[src/rtl/hdlc_rx_pkg.sv]
package hdlc_rx_pkg;

    typedef enum logic [1:0] {
        S_HUNT = 2'd0,
        S_SYNC = 2'd1,
        S_BODY = 2'd2
    } rx_state_e;

    // status bit positions on out_stat
    localparam int ST_CRC   = 0;
    localparam int ST_ABORT = 1;
    localparam int ST_SHORT = 2;
    localparam int ST_ALIGN = 3;
    localparam int ST_W     = 4;

    // accepted bits of a flag that reach the delay line before it is recognised
    localparam int FLAG_DELAY = 6;

    function automatic logic [31:0] crc_poly(input int w);
        return (w == 32) ? 32'h04C1_1DB7 : 32'h0000_1021;
    endfunction

    function automatic logic [31:0] crc_residue(input int w);
        return (w == 32) ? 32'hC704_DD7B : 32'h0000_1D0F;
    endfunction

endpackage

[src/rtl/hdlc_rx_line.sv]
// Run-length tracking of ones, flag/abort/stuff classification and the
// delay line that keeps the flag's own leading bits out of the body.
module hdlc_rx_line #(
    parameter int DLY = 6
) (
    input  logic clk,
    input  logic rst_n,
    input  logic bit_en,
    input  logic bit_in,
    output logic flag_ev,
    output logic abort_ev,
    output logic body_ev,
    output logic body_bit
);
    localparam int FW = $clog2(DLY + 1);
    localparam logic [FW-1:0] FULL = FW'(DLY);

    logic [2:0]     ones;
    logic [DLY-1:0] dly;
    logic [FW-1:0]  fill;
    logic           accept;

    // fewer than five ones before: a data bit (possibly part of a flag)
    assign accept   = bit_en && (ones < 3'd5);
    assign flag_ev  = bit_en && !bit_in && (ones == 3'd6);
    assign abort_ev = bit_en &&  bit_in && (ones == 3'd6);
    assign body_ev  = accept && (fill == FULL);
    assign body_bit = dly[DLY-1];

    always_ff @(posedge clk) begin
        if (!rst_n) begin
            ones <= 3'd0;
            dly  <= '0;
            fill <= '0;
        end else begin
            if (bit_en) begin
                ones <= bit_in ? ((ones == 3'd7) ? 3'd7 : ones + 3'd1) : 3'd0;
            end
            if (flag_ev || abort_ev) begin
                fill <= '0;
            end else if (accept) begin
                dly  <= {dly[DLY-2:0], bit_in};
                fill <= (fill == FULL) ? fill : fill + 1'b1;
            end
        end
    end
endmodule

[src/rtl/hdlc_rx_crc.sv]
// Serial check register, ones preset, first bit treated as highest term.
module hdlc_rx_crc
    import hdlc_rx_pkg::*;
#(
    parameter int W = 16
) (
    input  logic clk,
    input  logic rst_n,
    input  logic clr,
    input  logic en,
    input  logic din,
    output logic ok
);
    localparam logic [W-1:0] POLY = W'(crc_poly(W));
    localparam logic [W-1:0] RES  = W'(crc_residue(W));

    logic [W-1:0] crc;
    logic         fb;

    assign fb = crc[W-1] ^ din;
    assign ok = (crc == RES);

    always_ff @(posedge clk) begin
        if (!rst_n || clr) begin
            crc <= '1;
        end else if (en) begin
            crc <= {crc[W-2:0], 1'b0} ^ (fb ? POLY : '0);
        end
    end
endmodule

[src/rtl/hdlc_rx_octet.sv]
// Octet packing (first bit = bit 0), holdback of the check octets,
// and the length facts needed at the closing flag.
module hdlc_rx_octet #(
    parameter int NB       = 2,
    parameter int MIN_BITS = 32
) (
    input  logic       clk,
    input  logic       rst_n,
    input  logic       clr,
    input  logic       en,
    input  logic       din,
    output logic       byte_ev,
    output logic [7:0] byte_out,
    output logic       short_fr,
    output logic       misal
);
    localparam int CW = $clog2(NB + 1);
    localparam int BW = $clog2(MIN_BITS + 1);
    localparam logic [CW-1:0] HFULL = CW'(NB);
    localparam logic [BW-1:0] MINV  = BW'(MIN_BITS);

    logic [7:0]      sr;
    logic [2:0]      pos;
    logic [CW-1:0]   hcnt;
    logic [BW-1:0]   bcnt;
    logic [8*NB-1:0] hold;
    logic [7:0]      new_byte;
    logic            push;
    logic            full;

    assign new_byte = {din, sr[7:1]};
    assign push     = en && (pos == 3'd7);
    assign full     = (hcnt == HFULL);
    assign byte_ev  = push && full;
    assign byte_out = hold[7:0];
    assign short_fr = (bcnt != MINV);
    assign misal    = (pos != 3'd0);

    always_ff @(posedge clk) begin
        if (!rst_n || clr) begin
            sr   <= '0;
            pos  <= '0;
            hcnt <= '0;
            bcnt <= '0;
            hold <= '0;
        end else if (en) begin
            sr  <= new_byte;
            pos <= pos + 3'd1;
            if (bcnt != MINV) begin
                bcnt <= bcnt + 1'b1;
            end
            if (push) begin
                if (full) begin
                    hold <= {new_byte, hold[8*NB-1:8]};
                end else begin
                    hold[8*hcnt +: 8] <= new_byte;
                    hcnt <= hcnt + 1'b1;
                end
            end
        end
    end
endmodule

[src/rtl/hdlc_rx_deframer.sv]
module hdlc_rx_deframer
    import hdlc_rx_pkg::*;
#(
    parameter int FCS_W = 16
) (
    input  logic            clk,
    input  logic            rst_n,
    input  logic            bit_en,
    input  logic            bit_in,
    output logic            out_valid,
    output logic [7:0]      out_data,
    output logic            out_sof,
    output logic            out_end,
    output logic [ST_W-1:0] out_stat
);
    localparam int NB       = FCS_W / 8;
    localparam int MIN_BITS = FCS_W + 16;

    rx_state_e  state, state_nx;
    logic       flag_ev, abort_ev, body_ev, body_bit, body_go, clr;
    logic       crc_ok, byte_ev, short_fr, misal, sent;
    logic [7:0] byte_out;

    assign body_go = body_ev && (state != S_HUNT);
    assign clr     = flag_ev || abort_ev;

    hdlc_rx_line #(.DLY(FLAG_DELAY)) u_line (
        .clk(clk), .rst_n(rst_n), .bit_en(bit_en), .bit_in(bit_in),
        .flag_ev(flag_ev), .abort_ev(abort_ev),
        .body_ev(body_ev), .body_bit(body_bit)
    );

    hdlc_rx_crc #(.W(FCS_W)) u_crc (
        .clk(clk), .rst_n(rst_n), .clr(clr), .en(body_go),
        .din(body_bit), .ok(crc_ok)
    );

    hdlc_rx_octet #(.NB(NB), .MIN_BITS(MIN_BITS)) u_oct (
        .clk(clk), .rst_n(rst_n), .clr(clr), .en(body_go), .din(body_bit),
        .byte_ev(byte_ev), .byte_out(byte_out),
        .short_fr(short_fr), .misal(misal)
    );

    always_comb begin
        state_nx = state;
        unique case (state)
            S_HUNT: if (flag_ev) state_nx = S_SYNC;
            S_SYNC: begin
                if (abort_ev)     state_nx = S_HUNT;
                else if (body_go) state_nx = S_BODY;
            end
            S_BODY: begin
                if (flag_ev)       state_nx = S_SYNC;
                else if (abort_ev) state_nx = S_HUNT;
            end
            default: state_nx = S_HUNT;
        endcase
    end

    always_ff @(posedge clk) begin
        if (!rst_n) state <= S_HUNT;
        else        state <= state_nx;
    end

    always_ff @(posedge clk) begin
        if (!rst_n) begin
            out_valid <= 1'b0;
            out_data  <= '0;
            out_sof   <= 1'b0;
            out_end   <= 1'b0;
            out_stat  <= '0;
            sent      <= 1'b0;
        end else begin
            out_valid <= byte_ev;
            out_sof   <= byte_ev && !sent;
            if (byte_ev) out_data <= byte_out;
            sent      <= clr ? 1'b0 : (sent || byte_ev);
            out_end   <= (state == S_BODY) && clr;
            out_stat  <= '0;
            if (state == S_BODY && abort_ev) begin
                out_stat[ST_ABORT] <= 1'b1;
            end else if (state == S_BODY && flag_ev) begin
                out_stat[ST_CRC]   <= !crc_ok;
                out_stat[ST_SHORT] <= short_fr;
                out_stat[ST_ALIGN] <= misal;
            end
        end
    end
endmodule

[config.mk]
export PLATFORM = sky130hd
export DESIGN_NAME = hdlc_rx_deframer
export DESIGN_NICKNAME = d
export VERILOG_FILES = /design/src/rtl/hdlc_rx_pkg.sv /design/src/rtl/hdlc_rx_line.sv /design/src/rtl/hdlc_rx_crc.sv /design/src/rtl/hdlc_rx_octet.sv /design/src/rtl/hdlc_rx_deframer.sv
export SDC_FILE = /design/constraint.sdc
export NUM_CORES = 1
export LEC_CHECK = 0
export ABC_AREA = 1
export CAP_MARGIN = 20
export CORE_UTILIZATION = 48
export CTS_BUF_LIST = sky130_fd_sc_hd__clkbuf_4
export DETAILED_ROUTE_END_ITERATION = 16
export PLACE_DENSITY = 0.73
export SYNTH_ARGS = -nofsm -noshare
export SYNTH_HDL_FRONTEND = slang
export SYNTH_SLANG_ARGS = --single-unit
export TNS_END_PERCENT = 10
[constraint.sdc]
create_clock -name clk -period 5.94 [get_ports clk]
set_input_delay 0.891 -clock clk [delete_from_list [all_inputs] [get_ports clk]]
set_output_delay 0.891 -clock clk [all_outputs]
set_load 0.005 [all_outputs]
==> qor.yml, run 1 <==
status: "complete, no violations"
drt_pass1_iterations: 4
rows: 31
worstPathCellList: "clkdlybuf4s50_1 -> nand4_4 -> nor2_4 -> nand2_1 -> a21oi_1"
final_cell_mix: "101 x nand2_1, 80 x dfxtp_1, 61 x a21oi_1"
clk_path_buf_depth: 2
drive_gt1_share_pct: 5.01
place_hpwl_um: 4590
cts_setup_buffers: 0
synthesis.area_sq_um: 3580
power.total_mw: 0.937
cts-root-buf: "clkbuf_4"
max_slew_margin_pct: 32.9
clk_latency_ns: 0.43
setup_viol: 0
die_area_sq_um: 7800
hold_viol: 0
antenna_found_initial: 0
area_delta_synth_final_pct: 9.83
critical_path.max_stage_delay_ns: 0.87
netlist-cell-type-count: 29
fin_skew_ns: 0.0145
final_core_util_pct: 54.5
gr-total-overflow: 0
cts_max_level: 3
ys_ff_latch: 80
grt_usage_pct: 19.7
core_sq_um: 7210
grt_pass1_wl_um: 11900
clk_pin_slew_worst_paths_ns: 0.13
cts_resized: 0
crit_path_end_kind: "register"
post_drt_wl_per_cell_um: 11.6
numCtsBuffers: 9
rsz0062_at_grt: "false"
power.density_nw_per_um2: 238
path_max_fanout: 49
yosysSeqAreaShare_pct: 44.8
grt_pass1_vias: 2756
max_freq_mhz: 354
cp.arrival_ns: 3.18
synthesis.nets: 505
worstMarginPinSlew_ns: 1.01
vias_per_cell: 5.05
syn_area_per_cell_sq_um: 7.33
path_buf_inv: 1
cap_violations: 0
pre_cts_slack_ns: 2.67
critPathSlowestCell: "nor2_4"
ir_worst_vdd_v: 0.000187
gp_congestion: 0.797
drtIter0Drc: 108
fp.dieW_um: 88.3
start_kind: "input port"
io_pins: 19
port_buffers: 18
nets: 511
grt_max_degree: 50
setup_tns_ns: 0
hold_path.class: "register to register"
crit_family: "simple AND/OR/NAND/NOR gates"
drc: 0
holdBufCountCts: 0
layout_commonest_cell: "nand2_1"
fin_ws_ns: 3.11
routed_wl_um: 6950
worstPathRequired_ns: 6.30
slew_violations: 0
cts_tree: "done"
p_leak_nw: 1.58
crit_type: "input port to register"
post-route-period-util_pct: 47.6
detail-route-antenna-nets: 0
insertedDiodeCount: 0
syn_inst: 488
yosys_warnings: 0
num_vias: 3022
clock-sinks: 80
die_h_um: 88.3
layout_min_cycle_time_ns: 2.83
start_util_pct: 49.6
cell families after synthesis:
logic type	Yosys count	share of synthesized area [%]
flip-flops	80	44.8
buffers and inverters	84	9.79
XOR/XNOR	6	1.47
adder cells (fa/ha/maj)	13	4.55
AO/OA/AOI/OAI	90	13.0
AND/OR/NAND/NOR	215	26.4
sequential cells by signal, summed over array words and instances (netlist names):
name,flops
u_crc.crc,16
u_oct.hold,16
out_data,8
u_oct.sr,7
u_line.dly,6
u_oct.bcnt,6
out_stat,4
u_line.fill,3
u_line.ones,3
u_oct.pos,3
state,2
u_oct.hcnt,2
out_end,1
out_sof,1
out_valid,1
sent,1
stage by stage:
stage                     cell area [sq um]  hold slack, ns  instances
after floorplan                        3580           0.397        488
after global placement                 3760           0.405        582
after detailed placement               3760           0.416        582
after CTS                              3930           0.421        598
after global routing                   3930           0.458        598
final                                  3930           0.417        598
path summary, 6_finish.rpt:
path / from / end / slack, ns / cells past startpoint
setup / recovery: bit_en / sent / 3.11 / 5
hold / removal: sent / out_sof / 0.42 / 1
setup reg to reg: u_oct.hcnt[0] / u_oct.hold[7] / 3.40 / 9
hold reg to reg: sent / out_sof / 0.42 / 1
Yosys cell counts (all sizes together):
library cell | number | area share [%]
nand3 | 47 | 6.7
nor3 | 5 | 0.70
a31oi | 1 | 0.17
nand2 | 102 | 11
a21oi | 61 | 8.5
clkinv | 1 | 0.10
inv | 59 | 6.2
xor2 | 3 | 0.73
xnor2 | 3 | 0.73
o21ai | 24 | 3.5
nand4 | 13 | 2.7
clkbuf | 6 | 0.63
buf | 18 | 2.9
nor2 | 45 | 5.0
ha | 13 | 4.5
o211ai | 4 | 0.84
or2 | 1 | 0.17
dfxtp | 80 | 45
nor4 | 2 | 0.35
metal layers:
metal,track usage [%],up-vias,share of wire [%]
met5,0,-,0
met4,6.74,0,1.2
met3,5.97,9,3.5
met2,33.6,35,48
met1,23.6,1387,47
li1,-,1591,-
layout make-up:
type | count | area [sq um]
sequential | 80 | 1600
inverter | 60 | 225
fill | 721 | 3290
timing repair buffer | 19 | 188
clock buffer | 10 | 75.1
tap | 99 | 124
multi-input combinational | 324 | 1630
clock inverter | 6 | 90.1
where the power goes:
part,switching [mW],internal (mW),total (mW)
registers,0.00214,0.539,0.541
logic,0.0186,0.00845,0.0270
clock network,0.191,0.178,0.369
(Power assumes the default switching activity.)
==> inputs of run 2 (changes only) <==
clock period = 2.85 ns   (was 5.94 ns; I/O delays follow)
==> run 2 against run 1 <==
Die area is the same. First-iteration DRC count grew 27%. Core utilization grew 0.64 points. Flip-flop and latch count is the same. Clock skew grew 0.0027 ns. Critical path depth grew 4. Via count shrank 0.23%. Sequential share of layout area shrank 0.47 points. Worst setup slack lost 2.3 ns. Combinational power grew 110%. Clock-buffer cell count is the same. Critical endpoint is now u_oct.hold[5]. Largest cell class unchanged. Highest routed layer unchanged.
==> qor.yml, run 2 (synthesis gave the netlist of run 1 again) <==
setup_tns_ns: 0
antenna_found_initial: 0
post_drt_wl_per_cell_um: 11.4
post-route-period-util_pct: 72.5
core_sq_um: 7210
nets: 518
ir_worst_vdd_v: 0.000293
path_max_fanout: 11
io_pins: 19
largest_registers: "u_crc.crc: 16 flops, u_oct.hold: 16 flops, out_data: 8 flops"
clk_latency_ns: 0.42
clk_pin_slew_worst_paths_ns: 0.12
port_buffers: 18
place_hpwl_um: 4800
hold_viol: 0
cap_violations: 0
grt_max_degree: 38
rows: 31
num_vias: 3015
area_delta_synth_final_pct: 11.1
clock-sinks: 80
fp.dieW_um: 88.3
crit_path_end_kind: "register"
p_leak_nw: 1.61
gr-total-overflow: 0
grt_pass1_wl_um: 12200
grt_usage_pct: 20.1
gp_congestion: 0.802
cp.arrival_ns: 2.42
cts-root-buf: "clkbuf_4"
drt_pass1_iterations: 5
max_slew_margin_pct: 60.1
met3_usage_pct: 5.60
layout_min_cycle_time_ns: 2.07
worstPathRequired_ns: 3.21
holdBufCountCts: 0
use_met2_pct: 35.0
use_met1_pct: 24.4
numCtsBuffers: 9
crit_type: "register to register"
grt_pass1_vias: 2793
cts_setup_buffers: 0
status: "complete, no violations"
slew_violations: 0
rsz0062_at_grt: "false"
cts_resized: 0
die_h_um: 88.3
cts_tree: "done"
clk_path_buf_depth: 2
grt.busiest_layer: "met2"
start_util_pct: 49.6
fin_skew_ns: 0.0172
die_area_sq_um: 7800
drive_gt1_share_pct: 5.93
drtIter0Drc: 137
insertedDiodeCount: 0
whs_ns: 0.431
max_freq_mhz: 484
detail-route-antenna-nets: 0
vias_per_cell: 4.98
final_cell_mix: "101 x nand2_1, 80 x dfxtp_1, 61 x a21oi_1"
start_kind: "register"
drc: 0
worstMarginPinSlew_ns: 0.598
routed_wl_um: 6890
cts_max_level: 3
power.density_nw_per_um2: 484
n_fill_cell: 708
setup_viol: 0
layout_commonest_cell: "nand2_1"
hold_path.class: "register to register"
-- run 2: final cells by class --
class,instances,area (sq um),share of cell area [%]
Timing Repair Buffer,26,240,6.04
Sequential cell,80,1600,40.3
Clock buffer,10,75.1,1.89
Tap cell,99,124,3.12
Inverter,60,225,5.67
Clock inverter,6,83.8,2.11
Multi-Input combinational cell,324,1630,40.9
-- run 2: routing by layer --
| metal | share of wire [%] | wire length [um] |
|---|---|---|
| met5 | 0 | 0 |
| met4 | 1.1 | 77 |
| met3 | 4.6 | 315 |
| met2 | 49 | 3390 |
| met1 | 45 | 3110 |
-- run 2: critical path, cell delays in order, from the launching register on --
cell and delay, ns:
dfxtp_1 0.41, clkinv_1 0.27, ha_1 0.41, nor2_1 0.41, nand4_1 0.18, nand2_1 0.09
inv_1 0.04, nand3_1 0.07, nand2_1 0.05, nor2_1 0.10
-- run 2: final timing paths --
kind / start / to / slack (ns) / depth (start not counted)
max reg2reg: u_oct.hcnt[0] / u_oct.hold[5] / 0.78 / 9
max: u_oct.hcnt[0] / u_oct.hold[5] / 0.78 / 9
min: sent / out_sof / 0.43 / 1
min reg2reg: sent / out_sof / 0.43 / 1
-- run 2: power by group --
part           leakage, nW  switching, mW  internal, mW
sequential           0.646        0.00478          1.12
combinational        0.885         0.0385        0.0190
clock               0.0817          0.375         0.362
total                 1.61          0.418          1.50
-- run 2: metrics by stage --
step	setup WS [ns]	utilization (%)	std cells	instance area [sq um]	power [mW]
2_1_floorplan	0.945	-	488	3580	1.19
3_3_place_gp	0.622	52.9	589	3820	1.21
3_5_place_dp	0.539	52.9	589	3820	1.21
4_1_cts	0.784	55.1	605	3980	1.94
5_1_grt	0.478	55.1	605	3980	2.01
6_report	0.784	55.1	605	3980	1.92
